===== src/rtl/frx_pkg.sv =====
package frx_pkg;

  // Control -> datapath strobes
  typedef struct packed {
    logic shiftEn;
    logic clearCnt;
    logic commit;
  } frxStrobe_t;

  // Datapath -> control status
  typedef struct packed {
    logic csLow;
    logic csRise;
    logic csFall;
    logic fsLevel;
    logic fsRise;
    logic fsFall;
    logic sclkRise;
    logic sclkFall;
    logic cntWrap;
    logic anyBits;
    logic lastBit;
  } frxStatus_t;

endpackage


===== src/rtl/frx_sync.sv =====
module frx_sync #(
  parameter int WIDTH = 4,
  parameter int STAGES = 2,
  parameter logic [WIDTH-1:0] INIT = '0
) (
  input  logic             clk,
  input  logic             rstN,
  input  logic [WIDTH-1:0] din,
  output logic [WIDTH-1:0] level
);

  logic [WIDTH-1:0] stage [STAGES];

  always_ff @(posedge clk or negedge rstN) begin
    if (!rstN) begin
      for (int i = 0; i < STAGES; i++) stage[i] <= INIT;
    end else begin
      stage[0] <= din;
      for (int i = 1; i < STAGES; i++) stage[i] <= stage[i-1];
    end
  end

  assign level = stage[STAGES-1];

endmodule


===== src/rtl/frx_datapath.sv =====
module frx_datapath
  import frx_pkg::*;
#(
  parameter int WORD_W = 16,
  parameter int SYNC_STAGES = 2
) (
  input  logic              clk,
  input  logic              rstN,
  input  logic              sclkIn,
  input  logic              dataIn,
  input  logic              csN,
  input  logic              fsyncIn,
  input  frxStrobe_t        strobe,
  output frxStatus_t        status,
  output logic [WORD_W-1:0] cmdWord,
  output logic              cmdValid
);

  localparam int CNT_W = (WORD_W > 1) ? $clog2(WORD_W) : 1;
  localparam logic [CNT_W-1:0] LAST = CNT_W'(WORD_W - 1);
  localparam int PIN_SCLK = 0;
  localparam int PIN_DATA = 1;
  localparam int PIN_CS   = 2;
  localparam int PIN_FS   = 3;

  logic [3:0] pinLevel;
  logic [2:0] edgePrev;   // {fs, cs, sclk} one cycle back
  logic [WORD_W-1:0] shiftReg;
  logic [WORD_W-1:0] nextShift;
  logic [CNT_W-1:0]  bitCnt;
  logic              anyBits;

  frx_sync #(
    .WIDTH (4),
    .STAGES(SYNC_STAGES),
    .INIT  (4'b0100)
  ) u_sync (
    .clk  (clk),
    .rstN (rstN),
    .din  ({fsyncIn, csN, dataIn, sclkIn}),
    .level(pinLevel)
  );

  always_ff @(posedge clk or negedge rstN) begin
    if (!rstN) edgePrev <= 3'b010;
    else       edgePrev <= {pinLevel[PIN_FS], pinLevel[PIN_CS], pinLevel[PIN_SCLK]};
  end

  always_comb begin
    status.csLow    = !pinLevel[PIN_CS];
    status.csRise   =  pinLevel[PIN_CS] && !edgePrev[1];
    status.csFall   = !pinLevel[PIN_CS] &&  edgePrev[1];
    status.fsLevel  =  pinLevel[PIN_FS];
    status.fsRise   =  pinLevel[PIN_FS] && !edgePrev[2];
    status.fsFall   = !pinLevel[PIN_FS] &&  edgePrev[2];
    status.sclkRise =  pinLevel[PIN_SCLK] && !edgePrev[0];
    status.sclkFall = !pinLevel[PIN_SCLK] &&  edgePrev[0];
    status.cntWrap  = (bitCnt == '0);
    status.anyBits  = anyBits;
    status.lastBit  = (bitCnt == LAST);
  end

  assign nextShift = {shiftReg[WORD_W-2:0], pinLevel[PIN_DATA]};

  always_ff @(posedge clk or negedge rstN) begin
    if (!rstN) begin
      shiftReg <= '0;
      bitCnt   <= '0;
      anyBits  <= 1'b0;
      cmdWord  <= '0;
      cmdValid <= 1'b0;
    end else begin
      if (strobe.clearCnt) begin
        bitCnt  <= '0;
        anyBits <= 1'b0;
      end else if (strobe.shiftEn) begin
        bitCnt  <= (bitCnt == LAST) ? '0 : bitCnt + 1'b1;
        anyBits <= 1'b1;
      end
      if (strobe.shiftEn) shiftReg <= nextShift;
      cmdValid <= strobe.commit;
      if (strobe.commit) cmdWord <= strobe.shiftEn ? nextShift : shiftReg;
    end
  end

  assert_word_hold_R3: assert property (@(posedge clk) disable iff (!rstN)
    !strobe.commit |=> $stable(cmdWord));

  assert_single_strobe_R3: assert property (@(posedge clk) disable iff (!rstN)
    cmdValid |=> !cmdValid);

  assert_count_cleared_R4: assert property (@(posedge clk) disable iff (!rstN)
    strobe.clearCnt |=> (bitCnt == '0) && !anyBits);

endmodule


===== src/rtl/frx_control.sv =====
module frx_control
  import frx_pkg::*;
#(
  parameter int SYNC_STAGES = 2
) (
  input  logic       clk,
  input  logic       rstN,
  input  frxStatus_t status,
  output frxStrobe_t strobe
);

  localparam int SETTLE = SYNC_STAGES + 2;
  localparam int SET_W  = $clog2(SETTLE + 1);

  logic [SET_W-1:0] settleCnt;
  logic settled;
  logic activeRise;
  logic fsMode;
  logic armed;
  logic activeEdge;

  always_ff @(posedge clk or negedge rstN) begin
    if (!rstN) begin
      settleCnt  <= '0;
      settled    <= 1'b0;
      activeRise <= 1'b0;
      fsMode     <= 1'b0;
      armed      <= 1'b0;
    end else if (!settled) begin
      if (settleCnt == SET_W'(SETTLE - 1)) begin
        settled    <= 1'b1;
        activeRise <= status.fsLevel;
      end else begin
        settleCnt <= settleCnt + 1'b1;
      end
    end else if (!fsMode) begin
      if (status.fsRise) fsMode <= 1'b1;
      armed <= 1'b0;
    end else begin
      if (!status.csLow || strobe.commit) armed <= 1'b0;
      else if (status.fsFall)             armed <= 1'b1;
    end
  end

  always_comb begin
    strobe = '0;
    if (fsMode)          activeEdge = status.sclkFall;
    else if (activeRise) activeEdge = status.sclkRise;
    else                 activeEdge = status.sclkFall;

    if (settled && !fsMode) begin
      strobe.clearCnt = status.csFall;
      strobe.shiftEn  = status.csLow && activeEdge && !status.csFall;
      strobe.commit   = status.csRise && status.cntWrap && status.anyBits;
    end else if (fsMode) begin
      strobe.clearCnt = status.fsFall && status.csLow;
      strobe.shiftEn  = armed && status.csLow && activeEdge && !status.fsFall;
      strobe.commit   = strobe.shiftEn && status.lastBit;
    end
  end

  assert_fsmode_sticky_R8: assert property (@(posedge clk) disable iff (!rstN)
    fsMode |=> fsMode);

  assert_edge_choice_held_R2: assert property (@(posedge clk) disable iff (!rstN)
    settled |=> $stable(activeRise));

  assert_no_release_commit_R10: assert property (@(posedge clk) disable iff (!rstN)
    (fsMode && status.csRise) |-> !strobe.commit);

endmodule


===== src/rtl/frame_cmd_rx.sv =====
module frame_cmd_rx
  import frx_pkg::*;
#(
  parameter int WORD_W = 16,
  parameter int SYNC_STAGES = 2
) (
  input  logic              clk,
  input  logic              rstN,
  input  logic              sclkIn,
  input  logic              dataIn,
  input  logic              csN,
  input  logic              fsyncIn,
  output logic [WORD_W-1:0] cmdWord,
  output logic              cmdValid
);

  frxStrobe_t strobe;
  frxStatus_t status;

  frx_control #(
    .SYNC_STAGES(SYNC_STAGES)
  ) u_control (
    .clk   (clk),
    .rstN  (rstN),
    .status(status),
    .strobe(strobe)
  );

  frx_datapath #(
    .WORD_W     (WORD_W),
    .SYNC_STAGES(SYNC_STAGES)
  ) u_datapath (
    .clk     (clk),
    .rstN    (rstN),
    .sclkIn  (sclkIn),
    .dataIn  (dataIn),
    .csN     (csN),
    .fsyncIn (fsyncIn),
    .strobe  (strobe),
    .status  (status),
    .cmdWord (cmdWord),
    .cmdValid(cmdValid)
  );

endmodule


===== config.mk =====
export PLATFORM = sky130hd
export DESIGN_NAME = frame_cmd_rx
export DESIGN_NICKNAME = d
export VERILOG_FILES = /design/src/rtl/frx_pkg.sv /design/src/rtl/frx_sync.sv /design/src/rtl/frx_datapath.sv /design/src/rtl/frx_control.sv /design/src/rtl/frame_cmd_rx.sv
export SDC_FILE = /design/constraint.sdc
export NUM_CORES = 1
export LEC_CHECK = 0
export ABC_AREA = 1
export BUFFER_PORTS_ARGS = -buffer_cell sky130_fd_sc_hd__buf_2
export CAP_MARGIN = 10
export CELL_PAD_IN_SITES_DETAIL_PLACEMENT = 0
export CELL_PAD_IN_SITES_GLOBAL_PLACEMENT = 1
export CORE_ASPECT_RATIO = 0.7
export CORE_MARGIN = 4
export CORE_UTILIZATION = 45
export DETAILED_ROUTE_END_ITERATION = 12
export HOLD_SLACK_MARGIN = 0.05
export PLACE_DENSITY = 0.79
export SYNTH_ARGS = -nofsm -noshare
export SYNTH_HDL_FRONTEND = slang
export SYNTH_SLANG_ARGS = --single-unit

===== constraint.sdc =====
create_clock -name clk -period 2 [get_ports clk]
set_input_delay 0.4 -clock clk [delete_from_list [all_inputs] [get_ports clk]]
set_output_delay 0.4 -clock clk [all_outputs]
set_load 0.005 [all_outputs]

==> results.yml, run 1 <==
status:
  outcome: "complete, no violations"
die:
  die_w_um: 96.01
  placementRows: 22
  io-pin-count: 23
  die_h_um: 69.61
  initial_core_util: 0.4641
  dieArea_um2: 6683
  fp.coreArea_um2: 5258
cts:
  numCtsBuffers: 5
  htree_levels: 2
  post_cts_buffers: 0
  cts_tree: "yes"
  cts_resized: 0
  clock_sinks: 56
  clkTransAtPathRegs_ns: 0.10
  clock_path_buffers: 2
  holdBufCountCts: 1
  root_buffer: "clkbuf_8"
  clk_latency_ns: 0.31
power_and_ir_drop:
  p_switching_uw: 647.1
  leakagePower_uw: 0.001460
  power_frac_clock: 0.269
  p_total_uw: 2391
  intPower_uw: 1744
  power_frac_seq: 0.569
  netSwitchingFraction: 0.2707
  ir_worst_vdd_mv: 0.4457
  power_frac_comb: 0.162
  powerDensity_nw_per_um2: 880.1
timing:
  rsz0062_at_grt: "false"
  fin_crit_ns: 1.652
  finalClockSkew_ns: 0.005169
  slew_viol_final: 0
  holdWs_ns: 0.1780
  max_slew_margin: 0.6977
  worst_slew_pin_slew_ns: 0.4534
  clock.fmax_ghz: 0.6053
  setup-tns-final_ns: 0
  setup_slack_ns: 0.3479
  hold_viol_final: 0
  setup_viol: 0
  finalCritPeriodShare: 0.8260
global_route:
  grt.overflow.total: 0
  grt_max_degree: 40
  grt_pass1_vias: 1588
  antenna_found_initial: 0
  track_usage: 0.1484
  grt_first_pass_wirelength_um: 7569
placed_design:
  gp_congestion: 0.7167
  pre_cts_ws_ns: 0.3424
  port_buffers: 22
  place_hpwl_um: 2935
  dp.cells: 346
setup_path:
  reg2regPathDepth: 9
  cp_slowest_cell: "dfstp_2"
  r2r-end: "u_datapath.bitCnt[3]$_DFFE_PN0P_"
  r2r-start: "u_datapath.u_sync.level[2]$_DFF_PN1_"
  endpoint_kind: "flip-flop"
  cp.arrival_ns: 1.86
  slowest_delay_ns: 0.57
  setup.worst_path.end: "u_datapath.bitCnt[3]$_DFFE_PN0P_"
  path_max_fanout: 17
  worstPathRequired_ns: 2.21
  start_kind: "flip-flop"
  critPathKind: "reg2reg"
  worstSetupStartpoint: "u_datapath.u_sync.level[2]$_DFF_PN1_"
  reg2reg_slack_ns: 0.35
  crit_top_cell: "nand2_1"
  crit_path_cell_trace: "inv_1 -> nand2_1 -> nand3_1 -> nand2_2 -> nand2_4 -> nand2_1 -> inv_1 -> nand2_1 -> nand2_1"
final_layout:
  drive_gt1_frac: 0.2049
  final_nets: 292
  finalNonFillerCells: 355
  areaGrowthSynthToFinish_pct: 11.33
  n_antenna_cell: 0
logic_synthesis:
  yosysSeqAreaShare: 0.5759
  ys_types: 26
  syn_inst: 255
  synth_area_per_cell_um2: 9.568
  ys_ff_latch: 56
  yosysWarnings: 0
  syn_area_um2: 2440
  synth_fp_nets: 265
drt:
  wl_per_cell_um: 11.86
  via_count: 1660
  drt_first_iter_violations: 65
  drtAntennaViolNets: 0
  drt_first_pass_iters: 6
  vias_per_cell: 4.676
  route.detailed.drc: 0
  drt-total-wl_um: 4209
job:
  max-cap-violations: 0
worst_hold_path:
  hold_path.class: "in2reg"
-- sequential cells by signal, indices dropped and copies added (netlist names), 3 cells and up --
signal / flops
u_datapath.cmdWord: 16
u_datapath.u_sync.level: 4
u_datapath.edgePrev: 3
u_control.settleCnt: 3
u_datapath.shiftReg: 16
u_datapath.u_sync.stage: 4
u_datapath.bitCnt: 4
-- cells in the final DEF (no fill, tap or decap), drive strengths merged --
| cell type | n |
|---|---|
| nand4 | 1 |
| nand3 | 41 |
| dfstp | 3 |
| ha | 4 |
| dlygate4sd3 | 1 |
| a31oi | 1 |
| and2 | 16 |
| nand2 | 74 |
| o21ai | 3 |
| clkinv | 1 |
| xor2 | 3 |
| clkbuf | 6 |
| nor3 | 2 |
| inv | 36 |
| nor2 | 8 |
| a21oi | 4 |
| o21bai | 1 |
| dfrtp | 53 |
| o31ai | 1 |
| buf | 24 |
-- final cells by class --
cell class / count / area [um^2]
Clock buffer: 6 / 82.58
Sequential cell: 56 / 1405
Tap cell: 72 / 90.09
Timing Repair Buffer: 25 / 147.6
Clock inverter: 2 / 13.76
Fill cell: 511 / 2541
Multi-Input combinational cell: 159 / 840.8
Inverter: 35 / 136.4
-- per-layer routing --
metal	global-route usage	wire [um]	up-vias	share of wire
li1	-	-	852	-
met1	0.2256	2270	774	0.54
met2	0.1966	1700	26	0.40
met3	0.04230	160	8	0.038
met4	0.05678	78	0	0.019
met5	0	0	-	0
-- power by group through the flow --
stage	logic, uW	registers (uW)	clock network [uW]
final	387	1360	644
after global routing	462	1380	712
after CTS	394	1360	675
after detailed placement	389	1380	0
after global placement	385	1370	0
after floorplan	291	1370	0
-- through the flow --
step | util | instance area (um^2)
after global placement | 0.4964 | 2610
after detailed placement | 0.4964 | 2610
after CTS | 0.5167 | 2716
after floorplan | - | 2440
after global routing | 0.5167 | 2716
final | 0.5167 | 2716
-- synthesized netlist by cell type, drive strengths merged --
| master | number | share of area |
|---|---|---|
| ha | 4 | 0.021 |
| buf | 5 | 0.024 |
| nand2 | 74 | 0.13 |
| inv | 35 | 0.056 |
| nand4 | 1 | 0.0026 |
| a31oi | 1 | 0.0026 |
| nor2 | 8 | 0.021 |
| o21ai | 3 | 0.0062 |
| nor3 | 2 | 0.0041 |
| dfstp | 3 | 0.032 |
| xor2 | 3 | 0.011 |
| nand3 | 41 | 0.088 |
| and2 | 16 | 0.041 |
| o31ai | 1 | 0.0031 |
| a21oi | 4 | 0.0082 |
| dfrtp | 53 | 0.54 |
| o21bai | 1 | 0.0031 |
-- worst max-delay path: cells and delay by family (launching register included) --
kind	cells	cell delay, ns
flops	1	0.57
buf+inv	2	0.14
simple gates	7	0.84
-- logic make-up after synthesis --
logic type	count (synthesis)	share of synthesized area
compound gates	10	0.02308
simple gates	142	0.2903
xor+xnor	3	0.01077
buf+inv	40	0.07949
fa+ha+maj	4	0.02051
flops	56	0.5759
-- how the worst min path moves through the flow --
stage               slack, ns  cells after the start                                 start                              endpoint
global placement         0.33                      0  u_datapath.u_sync.stage[4]$_DFF_PN0_  u_datapath.u_sync.level[0]$_DFF_PN0_
global route             0.15                      1                                   csN  u_datapath.u_sync.stage[6]$_DFF_PN1_
finish                   0.18                      1                                   csN  u_datapath.u_sync.stage[6]$_DFF_PN1_
detailed placement       0.33                      0  u_datapath.u_sync.stage[5]$_DFF_PN0_  u_datapath.u_sync.level[1]$_DFF_PN0_
CTS                      0.16                      1                                   csN  u_datapath.u_sync.stage[6]$_DFF_PN1_
floorplan                0.10                      0                                  rstN      u_control.activeRise$_DFFE_PN0P_
No activity file was read; power rests on OpenSTA's default activity.
==> run 2: changes to the inputs <==
- ABC_AREA: 1 -> 0
- PLACE_DENSITY: 0.79 -> 0.77
- clock period: 2 -> 1.6 ns (I/O delays scaled with it)
==> results.yml, run 2 <==
placed_design:
  pre_cts_ws_ns: -0.05628
  dp.cells: 318
  port_buffers: 22
  place_hpwl_um: 3430
  gp_congestion: 0.7782
timing:
  setup_viol: 6
  worst_slew_pin_slew_ns: 0.3223
  slew_viol_final: 0
  finalClockSkew_ns: 0.01085
  hold_viol_final: 0
  max_slew_margin: 0.7847
  setup_slack_ns: -0.01757
  fin_crit_ns: 1.618
  finalCritPeriodShare: 1.011
  clock.fmax_ghz: 0.6182
  rsz0062_at_grt: "true"
setup_path:
  r2r-start: "u_datapath.u_sync.level[2]$_DFF_PN1_"
  critPathKind: "reg2reg"
  path_depth: 6
  crit_family: "simple AND/OR/NAND/NOR gates"
  reg2reg_slack_ns: -0.02
  crit_path_cell_trace: "buf_12 -> nand4b_1 -> nor3_4 -> a21o_4 -> clkbuf_16 -> a31oi_1"
  cp_slowest_cell: "dfstp_2"
  worstPathRequired_ns: 1.79
  start_kind: "flip-flop"
  r2r-end: "u_datapath.cmdWord[1]$_DFFE_PN0P_"
  setup.worst_path.end: "u_datapath.cmdWord[1]$_DFFE_PN0P_"
  worstSetupStartpoint: "u_datapath.u_sync.level[2]$_DFF_PN1_"
  endpoint_kind: "flip-flop"
  slowest_delay_ns: 0.41
  worstPathBufferInverterCount: 2
  reg2regPathDepth: 6
  cp.arrival_ns: 1.81
  path_max_fanout: 8
final_layout:
  finalNonFillerCells: 343
  layout_commonest_cell: "dfrtp_1"
  multi_input_comb_area_um2: 1146
  final_cell_mix: "dfrtp_1 (52), buf_4 (33), buf_2 (22)"
  reg_top3: "u_datapath.cmdWord (16), u_datapath.shiftReg (16)"
  final_nets: 280
  seq_area_um2: 1406
  utilization: 0.6411
  fillCellCount: 408
  areaGrowthSynthToFinish_pct: 38.07
  drive_gt1_frac: 0.4354
  n_antenna_cell: 0
logic_synthesis:
  yosysMostFrequentCell: "dfrtp_1"
  synth_common_cells: "dfrtp_1 (53), nand2_1 (20), nand4_1 (19)"
  synth_top_cell_by_area: "dfrtp_1"
  synth-edff-count: 0
  syn_inst: 213
  synth_fp_nets: 223
  yosysWarnings: 0
  ys_types: 40
  syn_area_um2: 2429
  synth_flop_cell: "dfrtp_1"
  yosysSeqAreaShare: 0.5786
  synth_area_per_cell_um2: 11.40
  ys_ff_latch: 56
  synth_top_area_frac: 0.5461
  synth_area_leaders: "dfrtp_1 (55%), o31ai_1 (5.6%), a211oi_1 (4.9%)"
  ys_async_sr_fraction: 1.000
global_route:
  antenna_found_initial: 0
  grt_pass1_vias: 1931
  grt_first_pass_wirelength_um: 9259
  track_usage: 0.1767
  grt_max_degree: 57
  grt.overflow.total: 0
worst_hold_path:
  hold_path.class: "in2reg"
die:
  die_h_um: 69.47
  placementRows: 22
  io-pin-count: 23
  initial_core_util: 0.4644
  dieArea_um2: 6655
  fp.coreArea_um2: 5230
  die_w_um: 95.81
cts:
  clkTransAtPathRegs_ns: 0.10
  htree_levels: 2
  numCtsBuffers: 5
  cts_tree: "yes"
  clk_latency_ns: 0.31
  root_buffer: "clkbuf_8"
  clock_sinks: 56
  clock_path_buffers: 2
drt:
  drt_first_iter_violations: 122
  drtAntennaViolNets: 0
  vias_per_cell: 5.743
  drt_first_pass_iters: 4
  via_count: 1970
  drt-total-wl_um: 5773
  wl_per_cell_um: 16.83
  route.detailed.drc: 0
power_and_ir_drop:
  leakagePower_uw: 0.001557
  ir_worst_vdd_mv: 0.5774
  p_total_uw: 2876
  powerDensity_nw_per_um2: 857.8
job:
  max-cap-violations: 0
status:
  violations: "setup timing"
  outcome: "complete, but fails checks"
run 2: where the power goes:
part	switching (uW)	internal, uW
sequential	52.4	1490
combinational	199	190
clock	470	472
run 2: worst min path at each step:
stage	startpoint	endpoint	slack (ns)	depth (start not counted)
global route	csN	u_datapath.u_sync.stage[6]$_DFF_PN1_	0.07	1
detailed placement	rstN	u_datapath.u_sync.stage[7]$_DFF_PN0_	0.34	2
floorplan	rstN	u_control.activeRise$_DFFE_PN0P_	0.02	0
finish	csN	u_datapath.u_sync.stage[6]$_DFF_PN1_	0.10	1
global placement	u_datapath.u_sync.stage[7]$_DFF_PN0_	u_datapath.u_sync.level[3]$_DFF_PN0_	0.33	0
CTS	csN	u_datapath.u_sync.stage[6]$_DFF_PN1_	0.09	1
run 2: cells by family after synthesis:
| group | synth area share |
|---|---|
| muxes | 0.01339 |
| adders and majority gates | 0.02061 |
| xor gates and xnor gates | 0.003607 |
| buffers and inverters | 0.04637 |
| AOI/OAI and AO/OA | 0.1973 |
| DFF | 0.5786 |
| and+or+nand+nor | 0.1401 |
run 2: final cells by class:
cell class	count	share of cell area
Clock buffer	5	0.02052
Clock inverter	3	0.01381
Tap cell	72	0.02687
Inverter	6	0.006716
Multi-Input combinational cell	133	0.3418
Timing Repair Buffer	68	0.1709
Sequential cell	56	0.4194
run 2: per-layer routing:
metal  global-route usage  vias to the layer above  wire [um]
met5                    0                        -          0
met1               0.2548                      995       2674
met4              0.05521                        0         64
li1                     -                      927          -
met3              0.04121                        8        201
met2               0.2635                       40       2833
run 2: repair_timing:
action / 4_1_cts / 5_1_grt
hold endpoints to repair: 53 / 0
pin swaps: 3 / 10
hold buffers: 1 / 0
gates cloned: 1 / 1
endpoints found under the setup margin: 27 / 34
gates resized for setup: 8 / 36
buffers inserted: 8 / 7
run 2: per-stage QoR:
step	cell area, um^2	hold WS (ns)	setup TNS, ns
6_report	3353	0.1029	-0.05905
5_1_grt	3353	0.07038	-1.350
4_1_cts	3092	0.08973	-0.01044
3_5_place_dp	2820	0.3355	-0.4815
3_3_place_gp	2820	0.3344	-0.1317
2_1_floorplan	2459	0.02441	0
